**src/rtl/fpx_pkg.sv**
```systemverilog
package fpx_pkg;
    localparam int CAUSE_W = 6;
    localparam int FLAG_W  = 5;
    localparam int SEL_W   = 2;

    localparam int B_ERR = 5;
    localparam int B_INV = 4;
    localparam int B_DVZ = 3;
    localparam int B_OVF = 2;
    localparam int B_UNF = 1;
    localparam int B_INX = 0;

    typedef enum logic [SEL_W-1:0] {
        SEL_CAUSE  = 2'd0,
        SEL_FLAG   = 2'd1,
        SEL_ENABLE = 2'd2,
        SEL_MODE   = 2'd3
    } fld_sel_e;

    typedef struct packed {
        logic [CAUSE_W-1:0] cause;
        logic [FLAG_W-1:0]  flag;
        logic [FLAG_W-1:0]  enable;
        logic               dn_mode;
        logic               exc_req;
        logic               ill_req;
    } fpx_state_t;
endpackage

```
**src/rtl/fpx_src_decode.sv**
```systemverilog
module fpx_src_decode
    import fpx_pkg::*;
(
    input  logic               denorm_in,
    input  logic               invalid,
    input  logic               divzero,
    input  logic               overflow,
    input  logic               underflow,
    input  logic               rounded,
    input  logic               dn_mode,
    output logic [CAUSE_W-1:0] src
);
    always_comb begin
        src        = '0;
        src[B_ERR] = denorm_in & ~dn_mode;
        src[B_INV] = invalid;
        src[B_DVZ] = divzero;
        src[B_OVF] = overflow;
        src[B_UNF] = underflow;
        src[B_INX] = overflow | underflow | rounded;
    end
endmodule

```
**src/rtl/fpx_trap_eval.sv**
```systemverilog
module fpx_trap_eval
    import fpx_pkg::*;
(
    input  logic [CAUSE_W-1:0] src,
    input  logic [FLAG_W-1:0]  enable,
    input  logic               vec_xform,
    input  logic               ovf_possible,
    output logic               trap
);
    logic [FLAG_W-1:0] armed;

    always_comb begin
        armed        = src[FLAG_W-1:0];
        armed[B_INV] = src[B_INV] | vec_xform;
        armed[B_OVF] = ovf_possible;
    end

    assign trap = src[B_ERR] | (|(armed & enable));
endmodule

```
**src/rtl/fpx_status_unit.sv**
```systemverilog
module fpx_status_unit
    import fpx_pkg::*;
(
    input  logic               clk,
    input  logic               rst_n,
    input  logic               op_valid,
    input  logic               op_denorm_in,
    input  logic               op_invalid,
    input  logic               op_divzero,
    input  logic               op_overflow,
    input  logic               op_underflow,
    input  logic               op_rounded,
    input  logic               op_ovf_possible,
    input  logic               op_vec_xform,
    input  logic               fpu_off,
    input  logic               reg_wr_en,
    input  logic [SEL_W-1:0]   reg_wr_sel,
    input  logic [CAUSE_W-1:0] reg_wr_data,
    output logic [CAUSE_W-1:0] cause_o,
    output logic [FLAG_W-1:0]  flag_o,
    output logic [FLAG_W-1:0]  enable_o,
    output logic               denorm_mode_o,
    output logic               fpu_exc_req,
    output logic               illegal_req
);
    fpx_state_t         st_q, st_d;
    logic [CAUSE_W-1:0] src;
    logic               trap;

    fpx_src_decode u_src (
        .denorm_in (op_denorm_in),
        .invalid   (op_invalid),
        .divzero   (op_divzero),
        .overflow  (op_overflow),
        .underflow (op_underflow),
        .rounded   (op_rounded),
        .dn_mode   (st_q.dn_mode),
        .src       (src)
    );

    fpx_trap_eval u_trap (
        .src          (src),
        .enable       (st_q.enable),
        .vec_xform    (op_vec_xform),
        .ovf_possible (op_ovf_possible),
        .trap         (trap)
    );

    always_comb begin
        st_d         = st_q;
        st_d.exc_req = 1'b0;
        st_d.ill_req = 1'b0;
        if (op_valid) begin
            if (fpu_off) begin
                st_d.ill_req = 1'b1;
            end else begin
                st_d.cause   = src;
                st_d.exc_req = trap;
                if (!trap) begin
                    st_d.flag = st_q.flag | src[FLAG_W-1:0];
                end
            end
        end
        if (reg_wr_en) begin
            case (fld_sel_e'(reg_wr_sel))
                SEL_CAUSE:  st_d.cause   = reg_wr_data;
                SEL_FLAG:   st_d.flag    = reg_wr_data[FLAG_W-1:0];
                SEL_ENABLE: st_d.enable  = reg_wr_data[FLAG_W-1:0];
                SEL_MODE:   st_d.dn_mode = reg_wr_data[0];
                default:    st_d.dn_mode = st_q.dn_mode;
            endcase
        end
    end

    always_ff @(posedge clk or negedge rst_n) begin
        if (!rst_n) begin
            st_q <= '0;
        end else begin
            st_q <= st_d;
        end
    end

    assign cause_o       = st_q.cause;
    assign flag_o        = st_q.flag;
    assign enable_o      = st_q.enable;
    assign denorm_mode_o = st_q.dn_mode;
    assign fpu_exc_req   = st_q.exc_req;
    assign illegal_req   = st_q.ill_req;
endmodule

```
**config.mk**
```make
export PLATFORM = sky130hd
export DESIGN_NAME = fpx_status_unit
export DESIGN_NICKNAME = d
export VERILOG_FILES = /design/src/rtl/fpx_pkg.sv /design/src/rtl/fpx_src_decode.sv /design/src/rtl/fpx_trap_eval.sv /design/src/rtl/fpx_status_unit.sv
export SDC_FILE = /design/constraint.sdc
export NUM_CORES = 1
export LEC_CHECK = 0
export CORE_AREA = 2 2 48 50
export DETAILED_ROUTE_END_ITERATION = 12
export DIE_AREA = 0 0 50 52
export PLACE_DENSITY = 0.82
export REMOVE_ABC_BUFFERS = 1
export SETUP_SLACK_MARGIN = 0.15
export SYNTH_ARGS = -nofsm -noshare
export SYNTH_HDL_FRONTEND = slang
export SYNTH_HIERARCHICAL = 1
export SYNTH_SLANG_ARGS = --single-unit
```
**constraint.sdc**
```tcl
create_clock -name clk -period 5 [get_ports clk]
set_clock_uncertainty 0.2 [all_clocks]
set_input_delay 1 -clock clk [delete_from_list [all_inputs] [get_ports clk]]
set_output_delay 1 -clock clk [all_outputs]
set_load 0.01 [all_outputs]
```
==> results of run 1 <==
[power groups by stage]
stage	sequential [W]	combinational, W	clock, W
global placement	0.000199	0.000128	0
floorplan	0.000209	0.0000360	0
detailed placement	0.000199	0.000130	0
finish	0.000196	0.000130	0.0000762
global route	0.000200	0.000139	0.0000825
CTS	0.000196	0.000131	0.0000789
[routing by layer]
layer  global-route usage [%]  vias up  wire, um
met4                     9.26        0        29
met5                        0        -         0
met1                     21.2      369       905
met2                     31.8       36      1080
met3                     3.74        4       138
li1                         -      346         -
[synthesized netlist by cell type, drive strengths merged]
cell,n,share of area [%]
a21oi,17,9.8
a222oi,1,1.2
and2,1,0.72
buf,6,5.3
dfrtp,19,55
inv,1,0.43
mux2,6,7.8
mux2i,6,6.9
nand2b,1,0.72
nand3,2,1.2
nand3b,2,1.7
nor2,12,5.2
nor2b,1,0.72
nor3b,1,0.87
o21ai,1,0.58
or3,1,0.72
or3b,1,1.3
[flip-flops by register name, summed over array words and instances, names as in the netlist]
signal and count:
cause_o 6, illegal_req 1, flag_o 5, enable_o 5, denorm_mode_o 1, fpu_exc_req 1
[through the flow]
stage | std cells | area [um2] | hold slack [ns] | setup WS, ns
after CTS | 144 | 1270 | 0.351 | 1.69
final | 144 | 1270 | 0.352 | 1.62
after floorplan | 73 | 821 | 0.365 | 2.23
after global routing | 144 | 1270 | 0.385 | 1.53
after detailed placement | 140 | 1250 | 0.327 | 1.45
after global placement | 140 | 1250 | 0.324 | 1.60
[worst min-delay path by stage]
stage	start	to	slack, ns
6_report	enable_o[4]	enable_o[4]	0.35
4_1_cts	enable_o[4]	enable_o[4]	0.35
5_1_grt	enable_o[4]	enable_o[4]	0.38
3_3_place_gp	enable_o[4]	enable_o[4]	0.32
3_5_place_dp	enable_o[4]	enable_o[4]	0.33
2_1_floorplan	enable_o[4]	enable_o[4]	0.36
[critical path: cells and delay by family]
family                 cells  cell delay (ns)
buffers and inverters      1             0.48
AND/OR/NAND/NOR            3             1.14
AO/OA/AOI/OAI              3             0.79
[kinds of logic after synthesis]
| group | Yosys count | synth area share, % |
|---|---|---|
| buffers and inverters | 7 | 5.77 |
| DFF | 19 | 54.8 |
| AOI/OAI and AO/OA | 19 | 11.5 |
| and+or+nand+nor | 22 | 13.1 |
| muxes | 12 | 14.7 |
[layout make-up]
class / count / area share, %
Clock inverter: 1 / 0.393
Timing Repair Buffer: 39 / 30.6
Multi-Input combinational cell: 53 / 26.8
Tap cell: 28 / 2.75
Inverter: 1 / 0.295
Sequential cell: 19 / 37.3
Clock buffer: 3 / 1.77
==> results.md, run 1 <==
* Run status: completed
* Syn Inst Count at between 70 and 80
* Drt drc at 0
* Gr usage total at 18.2%
* Switch share at 28.3%
* Max Root-Sink Buffers at 2
* Required @ worst endpoint at 5.03 ns
* Worst r2r path cells at 5
* Avg Vias per Cell at 5.24
* Die height at about 52 um
* Hold Path Class: reg2reg
* Htree depth at 1
* Yosys warns at 6
* Pin count of the biggest net entering global routing at 20
* RSZ-0062 raised after global routing: no
* Layout Utilization at between 60% and 70%
* R2r setup slk at between 2 and 3 ns
* WS Path Type: in2reg
* Fin crit share at between 60% and 70%
* Most frequent cells in the layout: clkdlybuf4s50_1, dfrtp_1, a21oi_1, nor2_1
* Final slew viol count at 0
* Slowest Stage Delay on Critical Path at 0.56 ns
* Vias in the first global route at 748
* Commonest non-fill, non-tap cell in the layout: clkdlybuf4s50_1
* Fillers at 177
* Core ar. at 2110 um2
* CP most frequent cell: a21oi_1
* DIE AREA at 2600 um2
* Clock sink total at 19
* CTS tree: yes
* Num ports at 40
* Syn Area/Cell at 11.0 um2
* Worst hold path depth at 1
* Worst EP arrival at about 3.4 ns
* Postcts setup bufs at 0
* Row count at 17
* Clk root buf: clkbuf_4
* Cell area after synthesis at slightly below 900 um2
* Die width at 50 um
* Reg power frac at 48.7%
* Distinct cells, synth at 19
* Worst Setup EP: flag_o[0]
* Logic gate share of total power at 32.4%
* GP Congestion at 0.901
* Leak at 0.547 nW
* CP Cell Sequence: clkdlybuf4s50_1 -> or3_1 -> a222oi_1 -> nand3_1 -> nor3b_1 -> a21oi_1 -> a21oi_1
* Power per cell area at approximately 320 nW/um2
* Post-layout min period at ~3.4 ns
* Via count at approximately 760
* # nets final at 138
* DRT antenna net count at 0
* Fmax at slightly below 300 MHz
* First-pass GRT wire length at about 3400 um
* Share of layout cells above drive strength 1 at 9.48%
* Slew @ Worst Pin at 0.845 ns
* Syn-to-layout area delta at 46.9%
* Internal Power at 0.000289 W
* Total Power at 0.000403 W
* Post-route setup TNS at 0 ns
* Clock Power Share at 18.9%
* Total CTS buffers at 3
* Critical path endpoint category: flop
* Drt wl/cell at 14.9 um
* Startpoint types: input port
* Antenna cell count at 0
* Clock-pin slew on the worst setup and hold paths at 0.11 ns
* NetSw at 0.000114 W
* Reg-to-reg critical path startpoint: enable_o[0]
* CP Max Fanout at 5
* Post-synthesis register bit count at 19
* Flip-flop and latch area at 475 um2
* Clock Latency Late Sink at 0.29 ns
* Starting Density at 41.2%
* # port buffers at 39
* Initial antenna violation count at 0
* 1st-pass router iterations at 6
* Max Cap Violations at 0
* Final WL at 2150 um
* Post-cts sizing count at 0
* Post-CTS Hold Fix Bufs at 0
* Worst path slowest cell: nor3b_1
* Area of the multi-input gates at 342 um2
* Hold Fails Final Rpt at 0
* Register area share after synthesis at 54.8%
* Worst VDD drop at roughly 190 uV
* Worst slew margin at 43.5%
* Final setup vio count at 0
* R2R Path End: flag_o[0]
* DP Wirelength at 1600 um
* Initial DRC Count at 29
* Critical Path Start: op_underflow
* Grt ovf at 0
No activity file was read; power rests on OpenSTA's default activity.
==> run 2: changes to the inputs <==
Settings changed: CORE_AREA 2 2 48 50 to 2 2 53 55, DIE_AREA 0 0 50 52 to 0 0 55 57, PLACE_DENSITY 0.82 to 0.72.
Clock period 5 ns to 2.95 ns, I/O delays scaled along.
==> run 2 against run 1 <==
Net effect: non-clock buffer count rose by 3; critical endpoint is now flag_o[1]; largest cell class unchanged; final cell count rose by 4.2%; via count fell by 0.79%; worst hold slack improved by 0.0055 ns; clock power rose by 68%; sequential power rose by 69%; largest power group unchanged.
==> results.md, run 2 (synthesized netlist as in run 1, its figures left out) <==
* Drt drc at 0 (unchanged)
* Drt wl/cell at 14.4 um (-3.5%)
* Final setup vio count at 0 (unchanged)
* Slew @ Worst Pin at 0.843 ns (-0.00201 ns)
* Met2 GRT Util at 27.4% (-4.4 points)
* Fillers at 255 (+44%)
* GR peak layer: met2
* Startpoint types: input port
* Avg Vias per Cell at 4.99 (-4.8%)
* Critical path endpoint category: flop
* GP Congestion at 0.753 (-16%)
* Clock-pin slew on the worst setup and hold paths at 0.10 ns (about the same)
* DP Wirelength at 1690 um (+5.6%)
* Max Cap Violations at 0 (unchanged)
* Via count at 749 (-0.79%)
* Post-route setup TNS at 0 ns (unchanged)
* Share of layout cells above drive strength 1 at 11.8% (+2.3 points)
* Vias in the first global route at 812 (+8.6%)
* Fin crit share at 89.7%
* Clock sink total at 19 (unchanged)
* Hold Path Class: reg2reg
* Postcts setup bufs at 0 (unchanged)
* Die height at 57 um (+9.6%)
* Flip-flop and latch area at 475 um2 (unchanged)
* DRT antenna net count at 0 (unchanged)
* Max reg flops at 6 (unchanged)
* CTS tree: yes
* Post-cts sizing count at 0 (unchanged)
* Core ar. at 2620 um2 (+24%)
* CP Max Fanout at 3 (-2)
* Initial antenna violation count at 0 (unchanged)
* First-pass GRT wire length at 3540 um (+4.1%)
* Worst path slowest cell: clkdlybuf4s50_1
* CP most frequent cell: a21oi_1
* Starting Density at 33.2% (-8.0 points)
* Power per cell area at 526 nW/um2 (+66%)
* DIE AREA at 3140 um2 (+21%)
* Total Power at 0.000683 W (+70%)
* Slowest Stage Delay on Critical Path at 0.42 ns (-0.14 ns)
* M1 GR Usage at 17.7% (-3.5 points)
* Final WL at 2160 um (+0.56%)
* Initial DRC Count at 29 (unchanged)
* Pin count of the biggest net entering global routing at 20 (unchanged)
* Post-CTS Hold Fix Bufs at 0 (unchanged)
* Post-layout min period at 2.65 ns
* Most frequent cells in the layout: clkdlybuf4s50_1, dfrtp_1, a21oi_1, nor2_1
* WS Path Type: in2reg
* Required @ worst endpoint at 2.97 ns (-2.06 ns)
* Grt ovf at 0 (unchanged)
* Fmax at 378 MHz
* 1st-pass router iterations at 5 (-1)
* Leak at 0.562 nW (+2.9%)
* Commonest non-fill, non-tap cell in the layout: clkdlybuf4s50_1
* Clk root buf: clkbuf_4
* Worst slew margin at 43.6% (+0.13 points)
* Htree depth at 1 (unchanged)
* Gr usage total at 15.1% (-3.1 points)
* Antenna cell count at 0 (unchanged)
* # nets final at 141 (+2.2%)
* Worst EP arrival at 2.66 ns (-0.74 ns)
* Run status: completed
* Num ports at 40 (unchanged)
* Final slew viol count at 0 (unchanged)
* RSZ-0062 raised after global routing: no
* Syn-to-layout area delta at 49.9%
* Area of the multi-input gates at 342 um2 (unchanged)
* Grt met3 use at 2.62% (-1.1 points)
* Total CTS buffers at 3 (unchanged)
* Hold Fails Final Rpt at 0 (unchanged)
* # port buffers at 39 (unchanged)
* Max Root-Sink Buffers at 2 (unchanged)
* Row count at 19 (+2)
* Die width at 55 um (+10%)
* Clock Latency Late Sink at 0.29 ns (about the same)
* Worst VDD drop at 243 uV (+28%)
* CP Cell Sequence: clkdlybuf4s50_1 -> or3_1 -> a222oi_1 -> nand3_1 -> nor3b_1 -> buf_4 -> a21oi_1 -> a21oi_1
## run 2: cell types whose count changed in the layout (fill, tap and decap cells not counted), sizes merged
cell  before  now
buf        0    3
## run 2: stage by stage
stage / worst slack, ns / util [%] / hold WS (ns) / instances / area [um2]
4_1_cts: 0.338 / 49.7 / 0.365 / 150 / 1300
3_5_place_dp: 0.0469 / 48.7 / 0.339 / 146 / 1270
5_1_grt: 0.196 / 49.7 / 0.393 / 150 / 1300
2_1_floorplan: 0.589 / - / 0.0944 / 73 / 821
3_3_place_gp: 0.144 / 48.7 / 0.318 / 146 / 1270
6_report: 0.303 / 49.7 / 0.358 / 150 / 1300
## run 2: routing by layer
layer	part of all wire, %	wire length [um]	vias up
met5	0	0	-
met4	0.37	8	0
met3	6.1	131	2
met2	52	1130	27
met1	41	891	364
li1	-	-	356
## run 2: report_power, final
part	switching (W)	internal (W)	leakage, nW
sequential	0.0000276	0.000304	0.218
clock	0.0000780	0.0000504	0.0177
combinational	0.0000856	0.000138	0.326
total	0.000191	0.000492	0.562
## run 2: final timing paths
path / slack [ns] / startpoint / endpoint / cells after the start
hold / removal: 0.36 / denorm_mode_o / denorm_mode_o / 1
min in group asynchronous: 0.57 / rst_n / cause_o[2] / 1
max in group asynchronous: 1.46 / rst_n / flag_o[0] / 1
hold reg to reg: 0.36 / denorm_mode_o / denorm_mode_o / 1
setup / recovery: 0.30 / op_underflow / flag_o[1] / 8
setup reg to reg: 1.06 / enable_o[0] / flag_o[1] / 6
## run 2: area by class of cell
cell class	count	area share (%)
clock buffers	3	1.73
clock inverters	1	0.385
inverters	1	0.289
multi-input cells	53	26.3
flip-flops and latches	19	36.6
well taps	31	2.98
repair buffers	42	31.8
## run 2: critical path: cells and delay by family
kind                   cells  cell delay [ns]
AO/OA/AOI/OAI              3             0.59
buffers and inverters      2             0.60
AND/OR/NAND/NOR            3             0.89
==> run 3: changes to the inputs <==
Settings changed: ABC_AREA from default to 1, CORE_AREA 2 2 53 55 to 2 2 55 57, DIE_AREA 0 0 55 57 to 0 0 57 59, GPL_TIMING_DRIVEN from default to 0.
==> run 3 against run 2 <==
Net effect: non-clock buffer count decreased by 3; via count increased by 27%; count of clock-buffer cells in the layout did not move; sequential share of layout area decreased by 3.0 points; critical path depth is 7 lower; first-iteration DRC count is 17% lower; combinational power rose by 2%; flip-flop and latch count unchanged; largest power group unchanged.
==> results.md, run 3 <==
* Worst slew margin at 42.7% (-0.97 points)
* Distinct cells, synth at 10 (-9)
* Synth area leader: dfrtp_1
* CTS tree: yes
* Worst EP arrival at 1.25 ns (-1.41 ns)
* DP Wirelength at 1900 um (+12%)
* Pin count of the biggest net entering global routing at 20 (unchanged)
* Delay-heaviest family, CP: buffers and inverters
* Post-cts sizing count at 0 (unchanged)
* R2r setup slk at 1.50 ns (+0.44 ns)
* Required @ worst endpoint at 2.16 ns (-0.81 ns)
* Yosys warns at 6 (unchanged)
* Antenna cell count at 0 (unchanged)
* Clock-pin slew on the worst setup and hold paths at 0.11 ns (about the same)
* Clock sink total at 19 (unchanged)
* Synth top area cells: dfrtp_1, nand2_1, nor2_1
* Final setup vio count at 0 (unchanged)
* Most frequent cells in the layout: clkdlybuf4s50_1, nand2_1, nor2_1, inv_1, dfrtp_1
* Final slew viol count at 0 (unchanged)
* Initial DRC Count at 24 (-17%)
* Register area share after synthesis at 48.1% (-6.7 points)
* CP Cell Sequence: clkdlybuf4s50_1
* Async SR Flop Fraction at 100% (unchanged)
* Post-synthesis register bit count at 19 (unchanged)
* Drt wl/cell at 11.7 um (-19%)
* # nets final at 199 (+41%)
* Drt drc at 0 (unchanged)
* First-pass GRT wire length at 4220 um (+19%)
* Post-CTS Hold Fix Bufs at 0 (unchanged)
* Via count at 951 (+27%)
* Slowest Stage Delay on Critical Path at 0.55 ns (+0.13 ns)
* Worst VDD drop at 286 uV (+18%)
* DIE AREA at 3360 um2 (+7.3%)
* Final WL at 2430 um (+12%)
* WHS at 0.328 ns (-0.0294 ns)
* Htree depth at 1 (unchanged)
* Die height at 59 um (+3.5%)
* Postcts setup bufs at 0 (unchanged)
* HP Start: enable_o[2]
* Buf/Inv on CP at 1 (-1)
* # port buffers at 39 (unchanged)
* Cell area after synthesis at 988 um2 (+14%)
* Avg Vias per Cell at 4.57 (-8.4%)
* Grt ovf at 0 (unchanged)
* Row count at 19 (unchanged)
* Post-synth top cells: nand2_1, nor2_1, inv_1
* RSZ-0062 raised after global routing: no
* Hold Path Class: reg2reg
* Worst path slowest cell: clkdlybuf4s50_1
* Power per cell area at 484 nW/um2 (-7.8%)
* Fmax at 490 MHz (+30%)
* Post-route setup TNS at 0 ns (unchanged)
* Hold Fails Final Rpt at 0 (unchanged)
* Num ports at 40 (unchanged)
* Fin crit share at 69.2% (-21 points)
* Total CTS buffers at 3 (unchanged)
* Max Cap Violations at 0 (unchanged)
* Post-layout min period at 2.04 ns (-0.605 ns)
* Initial antenna violation count at 0 (unchanged)
* DRT antenna net count at 0 (unchanged)
* Startpoint types: flop
* Slew @ Worst Pin at 0.857 ns (+0.0146 ns)
* Syn Inst Count at 138 (+75%)
* Vias in the first global route at 970 (+19%)
* Reg-to-reg critical path startpoint: denorm_mode_o
* Synth top area share at 48.1% (-6.7 points)
* Starting Density at 36.5% (+3.3 points)
* Post-synth EDFFs at 0 (unchanged)
* Critical Path Start: enable_o[1]
* Run status: completed
* WS Path Type: reg2out
* GP Congestion at 0.827 (+9.7%)
* Clock Latency Late Sink at 0.30 ns (about the same)
* Max Root-Sink Buffers at 2 (unchanged)
* CP Max Fanout at 3 (unchanged)
* Commonest non-fill, non-tap cell in the layout: clkdlybuf4s50_1
* Layout Utilization at 52.2% (+2.5 points)
* Critical path endpoint category: primary output
* Ys flop type: dfrtp_1
* Leak at 0.749 nW (+33%)
* Die width at 57 um (+3.6%)
* Most frequent cell after synthesis: nand2_1
* Share of layout cells above drive strength 1 at 4.52% (-7.2 points)
* 1st-pass router iterations at 4 (-1)
* Syn Area/Cell at 7.16 um2 (-35%)
* Core ar. at 2710 um2 (+3.6%)
* Clk root buf: clkbuf_4
* Syn-to-layout area delta at 43.2%
* Gr usage total at 16.4% (+1.3 points)
* Max reg flops at 6 (unchanged)
-- run 3: area by class of cell --
cell class	count	area (um2)
fill	290	1290
sequential	19	475
timing repair buffer	39	390
multi-input combinational	88	382
inverter	27	101
tap	31	38.8
clock buffer	3	22.5
clock inverter	1	5.00
-- run 3: power by group --
group | switching [W] | internal [W]
combinational | 0.000105 | 0.000123
sequential | 0.0000251 | 0.000300
clock | 0.0000821 | 0.0000505
-- run 3: per-stage QoR --
step,total power [W],area [um2],setup WS (ns),cells
6_report,0.000686,1420,0.908,208
3_5_place_dp,0.000560,1390,0.755,204
3_3_place_gp,0.000555,1390,0.794,204
4_1_cts,0.000695,1420,0.892,208
5_1_grt,0.000731,1420,0.871,208
2_1_floorplan,0.000422,958,1.45,134
-- run 3: path summary, 6_finish.rpt --
| kind | endpoint | cells after the start |
|---|---|---|
| max | enable_o[1] | 1 |
| min | enable_o[2] | 2 |
| max reg2reg | flag_o[3] | 8 |
| min reg2reg | enable_o[2] | 2 |
| max in group asynchronous | illegal_req | 1 |
| min in group asynchronous | enable_o[2] | 1 |
-- run 3: logic make-up after synthesis --
group                  synth area share, %
AO/OA/AOI/OAI                         3.54
buffers and inverters                 13.3
flip-flops                            48.1
AND/OR/NAND/NOR                       35.1
-- run 3: worst reg2reg max path, stage by stage (launching register included) --
cell	delay (ns)
dfrtp_1	0.41
nor2_1	0.17
inv_1	0.06
nand2_1	0.06
nor2_1	0.04
nand2_1	0.19
nor2_1	0.08
nor2_1	0.10
nor2_1	0.05
-- run 3: layer usage --
| layer | up-vias | GRT usage (%) | share of wire, % |
|---|---|---|---|
| met1 | 422 | 19.5 | 45 |
| met2 | 37 | 30.0 | 48 |
| met4 | 0 | 4.98 | 0.49 |
| met5 | - | 0 | 0 |
| li1 | 490 | - | - |
| met3 | 2 | 3.28 | 6.0 |
